===== src/rtl/xbc_pkg.sv =====
package xbc_pkg;
  typedef enum logic {
    SRC_CARD = 1'b0,
    SRC_BUS  = 1'b1
  } cnt_src_e;

  localparam int unsigned NUM_CNT = 2;
endpackage


===== src/rtl/xbc_counter.sv =====
module xbc_counter #(
  parameter int unsigned CNT_W = 32,
  parameter int unsigned INC_W = 16
) (
  input  logic             clk_i,
  input  logic             rst_ni,
  input  logic             clr_i,
  input  logic             inc_vld_i,
  input  logic [INC_W-1:0] inc_bytes_i,
  output logic [CNT_W-1:0] cnt_o
);
  logic [CNT_W-1:0] cnt_q;

  always_ff @(posedge clk_i or negedge rst_ni) begin
    if (!rst_ni)        cnt_q <= '0;
    else if (clr_i)     cnt_q <= '0;
    else if (inc_vld_i) cnt_q <= cnt_q + CNT_W'(inc_bytes_i);
  end

  assign cnt_o = cnt_q;

  assert_clear_R3: assert property (@(posedge clk_i) disable iff (!rst_ni)
    clr_i |=> (cnt_o == '0));

  assert_wrap_add_R2: assert property (@(posedge clk_i) disable iff (!rst_ni)
    (inc_vld_i && !clr_i) |=> (cnt_o == CNT_W'($past(cnt_o) + CNT_W'($past(inc_bytes_i)))));

  assert_idle_hold_R2: assert property (@(posedge clk_i) disable iff (!rst_ni)
    (!inc_vld_i && !clr_i) |=> $stable(cnt_o));
endmodule


===== src/rtl/xbc_xfer_ctl.sv =====
module xbc_xfer_ctl (
  input  logic clk_i,
  input  logic rst_ni,
  input  logic start_i,
  input  logic done_i,
  output logic busy_o
);
  logic busy_q;

  always_ff @(posedge clk_i or negedge rst_ni) begin
    if (!rst_ni)      busy_q <= 1'b0;
    else if (start_i) busy_q <= 1'b1;
    else if (done_i)  busy_q <= 1'b0;
  end

  assign busy_o = busy_q;

  assert_start_busy_R7: assert property (@(posedge clk_i) disable iff (!rst_ni)
    start_i |=> busy_o);

  assert_done_idle_R7: assert property (@(posedge clk_i) disable iff (!rst_ni)
    (done_i && !start_i) |=> !busy_o);
endmodule


===== src/rtl/xbc_rd_port.sv =====
module xbc_rd_port
  import xbc_pkg::*;
#(
  parameter int unsigned CNT_W    = 32,
  parameter bit          BUS16    = 1'b0,
  parameter bit          AREA_OPT = 1'b0,
  parameter int unsigned DATA_W   = CNT_W
) (
  input  logic                      clk_i,
  input  logic                      rst_ni,
  input  logic [NUM_CNT-1:0][CNT_W-1:0] cnt_i,
  input  logic                      busy_i,
  input  logic                      rd_en_i,
  input  logic                      rd_sel_i,
  input  logic                      rd_hi_i,
  output logic                      rd_vld_o,
  output logic [DATA_W-1:0]         rd_data_o
);
  localparam int unsigned HALF_W = CNT_W / 2;

  cnt_src_e         src;
  logic             masked;
  logic [CNT_W-1:0] sel_val;
  logic [DATA_W-1:0] rd_data_q;
  logic             rd_vld_q;

  assign src    = cnt_src_e'(rd_sel_i);
  assign masked = AREA_OPT && busy_i;

  always_comb begin
    sel_val = (src == SRC_BUS) ? cnt_i[1] : cnt_i[0];
    if (masked) sel_val = '0;
  end

  always_ff @(posedge clk_i or negedge rst_ni) begin
    if (!rst_ni) rd_vld_q <= 1'b0;
    else         rd_vld_q <= rd_en_i;
  end

  generate
    if (BUS16) begin : g_narrow
      logic [HALF_W-1:0] hold_q;

      always_ff @(posedge clk_i or negedge rst_ni) begin
        if (!rst_ni) begin
          hold_q    <= '0;
          rd_data_q <= '0;
        end else if (rd_en_i) begin
          if (!rd_hi_i) begin
            rd_data_q <= sel_val[HALF_W-1:0];
            hold_q    <= sel_val[CNT_W-1:HALF_W];
          end else begin
            rd_data_q <= masked ? '0 : hold_q;
          end
        end
      end

      assert_lo_capture_R5: assert property (@(posedge clk_i) disable iff (!rst_ni)
        (rd_en_i && !rd_hi_i && !masked) |=>
          (hold_q == $past(rd_sel_i ? cnt_i[1][CNT_W-1:HALF_W] : cnt_i[0][CNT_W-1:HALF_W])));

      assert_hi_from_hold_R6: assert property (@(posedge clk_i) disable iff (!rst_ni)
        (rd_en_i && rd_hi_i && !masked) |=> (rd_data_o == $past(hold_q)));

      assert_hold_keep_R6: assert property (@(posedge clk_i) disable iff (!rst_ni)
        !(rd_en_i && !rd_hi_i) |=> $stable(hold_q));
    end else begin : g_wide
      logic unused_hi;
      assign unused_hi = rd_hi_i;

      always_ff @(posedge clk_i or negedge rst_ni) begin
        if (!rst_ni)      rd_data_q <= '0;
        else if (rd_en_i) rd_data_q <= sel_val;
      end

      assert_full_read_R4: assert property (@(posedge clk_i) disable iff (!rst_ni)
        (rd_en_i && !masked) |=> (rd_data_o == $past(rd_sel_i ? cnt_i[1] : cnt_i[0])));
    end
  endgenerate

  assign rd_vld_o  = rd_vld_q;
  assign rd_data_o = rd_data_q;

  assert_mask_zero_R7: assert property (@(posedge clk_i) disable iff (!rst_ni)
    (rd_en_i && masked) |=> (rd_data_o == '0));

  assert_no_read_hold_R9: assert property (@(posedge clk_i) disable iff (!rst_ni)
    !rd_en_i |=> (!rd_vld_o && $stable(rd_data_o)));
endmodule


===== src/rtl/xfer_byte_counters.sv =====
module xfer_byte_counters
  import xbc_pkg::*;
#(
  parameter int unsigned CNT_W    = 32,
  parameter int unsigned INC_W    = 16,
  parameter bit          BUS16    = 1'b0,
  parameter bit          AREA_OPT = 1'b0,
  localparam int unsigned DATA_W  = BUS16 ? CNT_W / 2 : CNT_W
) (
  input  logic              clk_i,
  input  logic              rst_ni,
  input  logic              xfer_start_i,
  input  logic              xfer_done_i,
  input  logic              card_inc_vld_i,
  input  logic [INC_W-1:0]  card_inc_bytes_i,
  input  logic              bus_inc_vld_i,
  input  logic [INC_W-1:0]  bus_inc_bytes_i,
  input  logic              rd_en_i,
  input  logic              rd_sel_i,
  input  logic              rd_hi_i,
  output logic              rd_vld_o,
  output logic [DATA_W-1:0] rd_data_o
);
  logic [NUM_CNT-1:0]            inc_vld;
  logic [NUM_CNT-1:0][INC_W-1:0] inc_bytes;
  logic [NUM_CNT-1:0][CNT_W-1:0] cnt;
  logic                          busy;

  assign inc_vld   = {bus_inc_vld_i, card_inc_vld_i};
  assign inc_bytes = {bus_inc_bytes_i, card_inc_bytes_i};

  xbc_xfer_ctl u_xfer_ctl (
    .clk_i   (clk_i),
    .rst_ni  (rst_ni),
    .start_i (xfer_start_i),
    .done_i  (xfer_done_i),
    .busy_o  (busy)
  );

  for (genvar g = 0; g < NUM_CNT; g++) begin : g_cnt
    xbc_counter #(
      .CNT_W (CNT_W),
      .INC_W (INC_W)
    ) u_counter (
      .clk_i       (clk_i),
      .rst_ni      (rst_ni),
      .clr_i       (xfer_start_i),
      .inc_vld_i   (inc_vld[g]),
      .inc_bytes_i (inc_bytes[g]),
      .cnt_o       (cnt[g])
    );
  end

  xbc_rd_port #(
    .CNT_W    (CNT_W),
    .BUS16    (BUS16),
    .AREA_OPT (AREA_OPT),
    .DATA_W   (DATA_W)
  ) u_rd_port (
    .clk_i     (clk_i),
    .rst_ni    (rst_ni),
    .cnt_i     (cnt),
    .busy_i    (busy),
    .rd_en_i   (rd_en_i),
    .rd_sel_i  (rd_sel_i),
    .rd_hi_i   (rd_hi_i),
    .rd_vld_o  (rd_vld_o),
    .rd_data_o (rd_data_o)
  );

  initial begin
    assert_half_width_R5: assert (CNT_W % 2 == 0 && INC_W <= CNT_W);
  end
endmodule


===== config.mk =====
export PLATFORM = sky130hd
export DESIGN_NAME = xfer_byte_counters
export DESIGN_NICKNAME = d
export VERILOG_FILES = /design/src/rtl/xbc_pkg.sv /design/src/rtl/xbc_counter.sv /design/src/rtl/xbc_xfer_ctl.sv /design/src/rtl/xbc_rd_port.sv /design/src/rtl/xfer_byte_counters.sv
export SDC_FILE = /design/constraint.sdc
export NUM_CORES = 1
export LEC_CHECK = 0
export BUFFER_PORTS_ARGS = -buffer_cell sky130_fd_sc_hd__buf_2
export CAP_MARGIN = 5
export CELL_PAD_IN_SITES_DETAIL_PLACEMENT = 2
export CELL_PAD_IN_SITES_GLOBAL_PLACEMENT = 2
export CORE_ASPECT_RATIO = 2
export CORE_UTILIZATION = 37
export DETAILED_ROUTE_END_ITERATION = 8
export GPL_TIMING_DRIVEN = 0
export HOLD_SLACK_MARGIN = 0.15
export PLACE_DENSITY = 0.81
export REMOVE_ABC_BUFFERS = 1
export SLEW_MARGIN = 20
export SYNTH_ARGS = -nofsm -noshare
export SYNTH_HDL_FRONTEND = slang
export SYNTH_HIERARCHICAL = 1
export SYNTH_SLANG_ARGS = --single-unit

===== constraint.sdc =====
create_clock -name clk_i -period 3.48 [get_ports clk_i]
set_input_delay 0.522 -clock clk_i [delete_from_list [all_inputs] [get_ports clk_i]]
set_output_delay 0.522 -clock clk_i [all_outputs]
set_load 0.01 [all_outputs]

==> impl_metrics.json <==
{
  "seq_area_sq_mm": 0.002427,
  "wl_um": 21880,
  "start_kind": "flop",
  "fin_worst_skew_ns": 0.009078,
  "slew_violations": 0,
  "clock.fmax_mhz": 324.6,
  "cap_violations": 0,
  "timing.hold.ws_ns": 0.5306,
  "clockRootBuffer": "clkbuf_16",
  "status": "finished, final reports clean",
  "antenna_found_initial": 0,
  "drtPass1Iterations": 4,
  "io_pins": 74,
  "synth_area_sq_mm": 0.006486,
  "layout_min_cycle_time_ns": 3.081,
  "fin_nets": 831,
  "coreArea_sq_mm": 0.01719,
  "crit_chain": "ha_1, inv_1, fa_1, and2b_2, o2111ai_4, a32oi_4, a211oi_2, nor4_1, mux2_1",
  "netlist_instances": 702,
  "worst_slew_pin_slew_ns": 0.9794,
  "n_antenna_cell": 0,
  "hpwl_um": 16550,
  "rsz0062_at_grt": "no",
  "start_util": 0.3774,
  "avgViaCountPerCell": 5.928,
  "critPathTopFamily": "compound AO/OA/AOI/OAI gates",
  "critPathRequiredTime_ns": 3.71,
  "synth_warnings": 6,
  "cp_max_fo": 12,
  "numClockSinks": 97,
  "portBuffers": 71,
  "area_growth_pct": 11.98,
  "p_leak_nw": 3.349,
  "grt_pass1_wl_um": 34800,
  "cp.arrival_ns": 3.31,
  "grt_max_degree": 77,
  "clkTransAtPathRegs_ns": 0.07,
  "rows": 68,
  "setup_violations": 0,
  "final.setup.worst_slack_ns": 0.3990,
  "drive_above_1_share": 0.1288,
  "drt-wirelength-per-cell_um": 22.54,
  "fillCellCount": 1931,
  "cp-end-kind": "flop",
  "die_h_um": 189.2,
  "place_ws_ns": 0.2695,
  "ir_drop_mv": 0.2618,
  "p_per_area_mw_per_mm2": 466.6,
  "cts_buffers": 9,
  "holdCritPathClass": "flop to flop",
  "cts_buffer_depth": 2,
  "drt_iter0_drc": 130,
  "cp_slowest_cell": "nor4_1",
  "grt_pass1_vias": 6482,
  "finalHoldViolCount": 0,
  "via_count": 5756,
  "die_area_sq_mm": 0.01810,
  "post_cts_resized": 0,
  "min_period_over_period": 0.8854,
  "drtAntennaViolNets": 0,
  "grt_usage": 0.2551,
  "critPathMaxStageDelay_ns": 0.44,
  "fp.dieW_um": 95.62,
  "drc": 0,
  "cts_htree_levels": 3,
  "cp_num_buf_inv": 1,
  "multiInputGateArea_sq_mm": 0.003809,
  "worstSetupPathType": "flop to flop",
  "slew_headroom": 0.3470,
  "gp_congestion": 0.8743,
  "cts_tree": "yes",
  "overflow": 0,
  "clock_latency_ns": 0.35,
  "avgSynthCellArea_sq_um": 9.240
}
report_power, final:
part	internal (W)	switching [W]
Combinational	0.000389	0.000633
Clock	0.000561	0.000469
Sequential	0.00123	0.000111
timing repair:
action | CTS | global route
hold endpoints to repair | 31 | 0
setup buffers | 0 | 0
hold buffers | 1 | 0
per-stage QoR:
step	power (W)	area (sq um)	instances	utilization	TNS, ns
final	0.003389	7263	971	0.4226	0
after global routing	0.003564	7263	971	0.4226	0
after CTS	0.003418	7243	970	0.4214	0
after detailed placement	0.002371	6943	953	0.4040	0
after global placement	0.002297	6907	952	0.4019	-0.07802
after floorplan	0.001978	6289	671	-	0
layout by cell type (no fill, tap or decap), drive strengths merged, types with 12 or more instances in the layout:
master and n:
mux2 20, nand2 44, nor2 94, ha 32, and3 14, xnor2 14, clkbuf 12, a21oi 86
mux2i 44, o21ai 24, inv 14, buf 73, nor2b 26, dfrtp 97, a21o 14, nand3 24
tightest hold or removal path, cell delays in order (launching register included):
cell     delay (ns)
dfrtp_1        0.35
nor2_1         0.04
a21oi_1        0.10
path summary, 6_finish.rpt:
kind,start,end,slack (ns),cells after the start
worst max-delay path,g_cnt[0].u_counter/cnt_o[0],g_cnt[0].u_counter/cnt_o[28],0.40,9
worst min-delay path,u_rd_port/rd_data_o[2],u_rd_port/rd_data_o[2],0.53,2
worst max register to register,g_cnt[0].u_counter/cnt_o[0],g_cnt[0].u_counter/cnt_o[28],0.40,9
worst min register to register,u_rd_port/rd_data_o[2],u_rd_port/rd_data_o[2],0.53,2
max in group asynchronous,rst_ni,g_cnt[1].u_counter/cnt_o[25],2.20,3
min in group asynchronous,rst_ni,g_cnt[0].u_counter/cnt_o[15],0.63,2
cell type report:
class,count,share of cell area
inverters,14,0.007235
clock inverters,4,0.007407
flip-flops and latches,97,0.3342
clock buffers,12,0.03256
well taps,210,0.03618
repair buffers,74,0.05805
multi-input cells,560,0.5244
registers in the layout, indices dropped and copies added (netlist names):
register and count:
u_rd_port/rd_vld_o 1, u_rd_port/rd_data_o 32, g_cnt.u_counter/cnt_o 64
layer usage:
| metal | vias up | track usage | routed length, um |
|---|---|---|---|
| met2 | 129 | 0.4992 | 12730 |
| met3 | 47 | 0.02811 | 508 |
| met4 | 0 | 0.1303 | 963 |
| met1 | 2928 | 0.2499 | 7686 |
| met5 | - | 0 | 0 |
| li1 | 2652 | - | - |
Power figures use the tool's default switching activity.
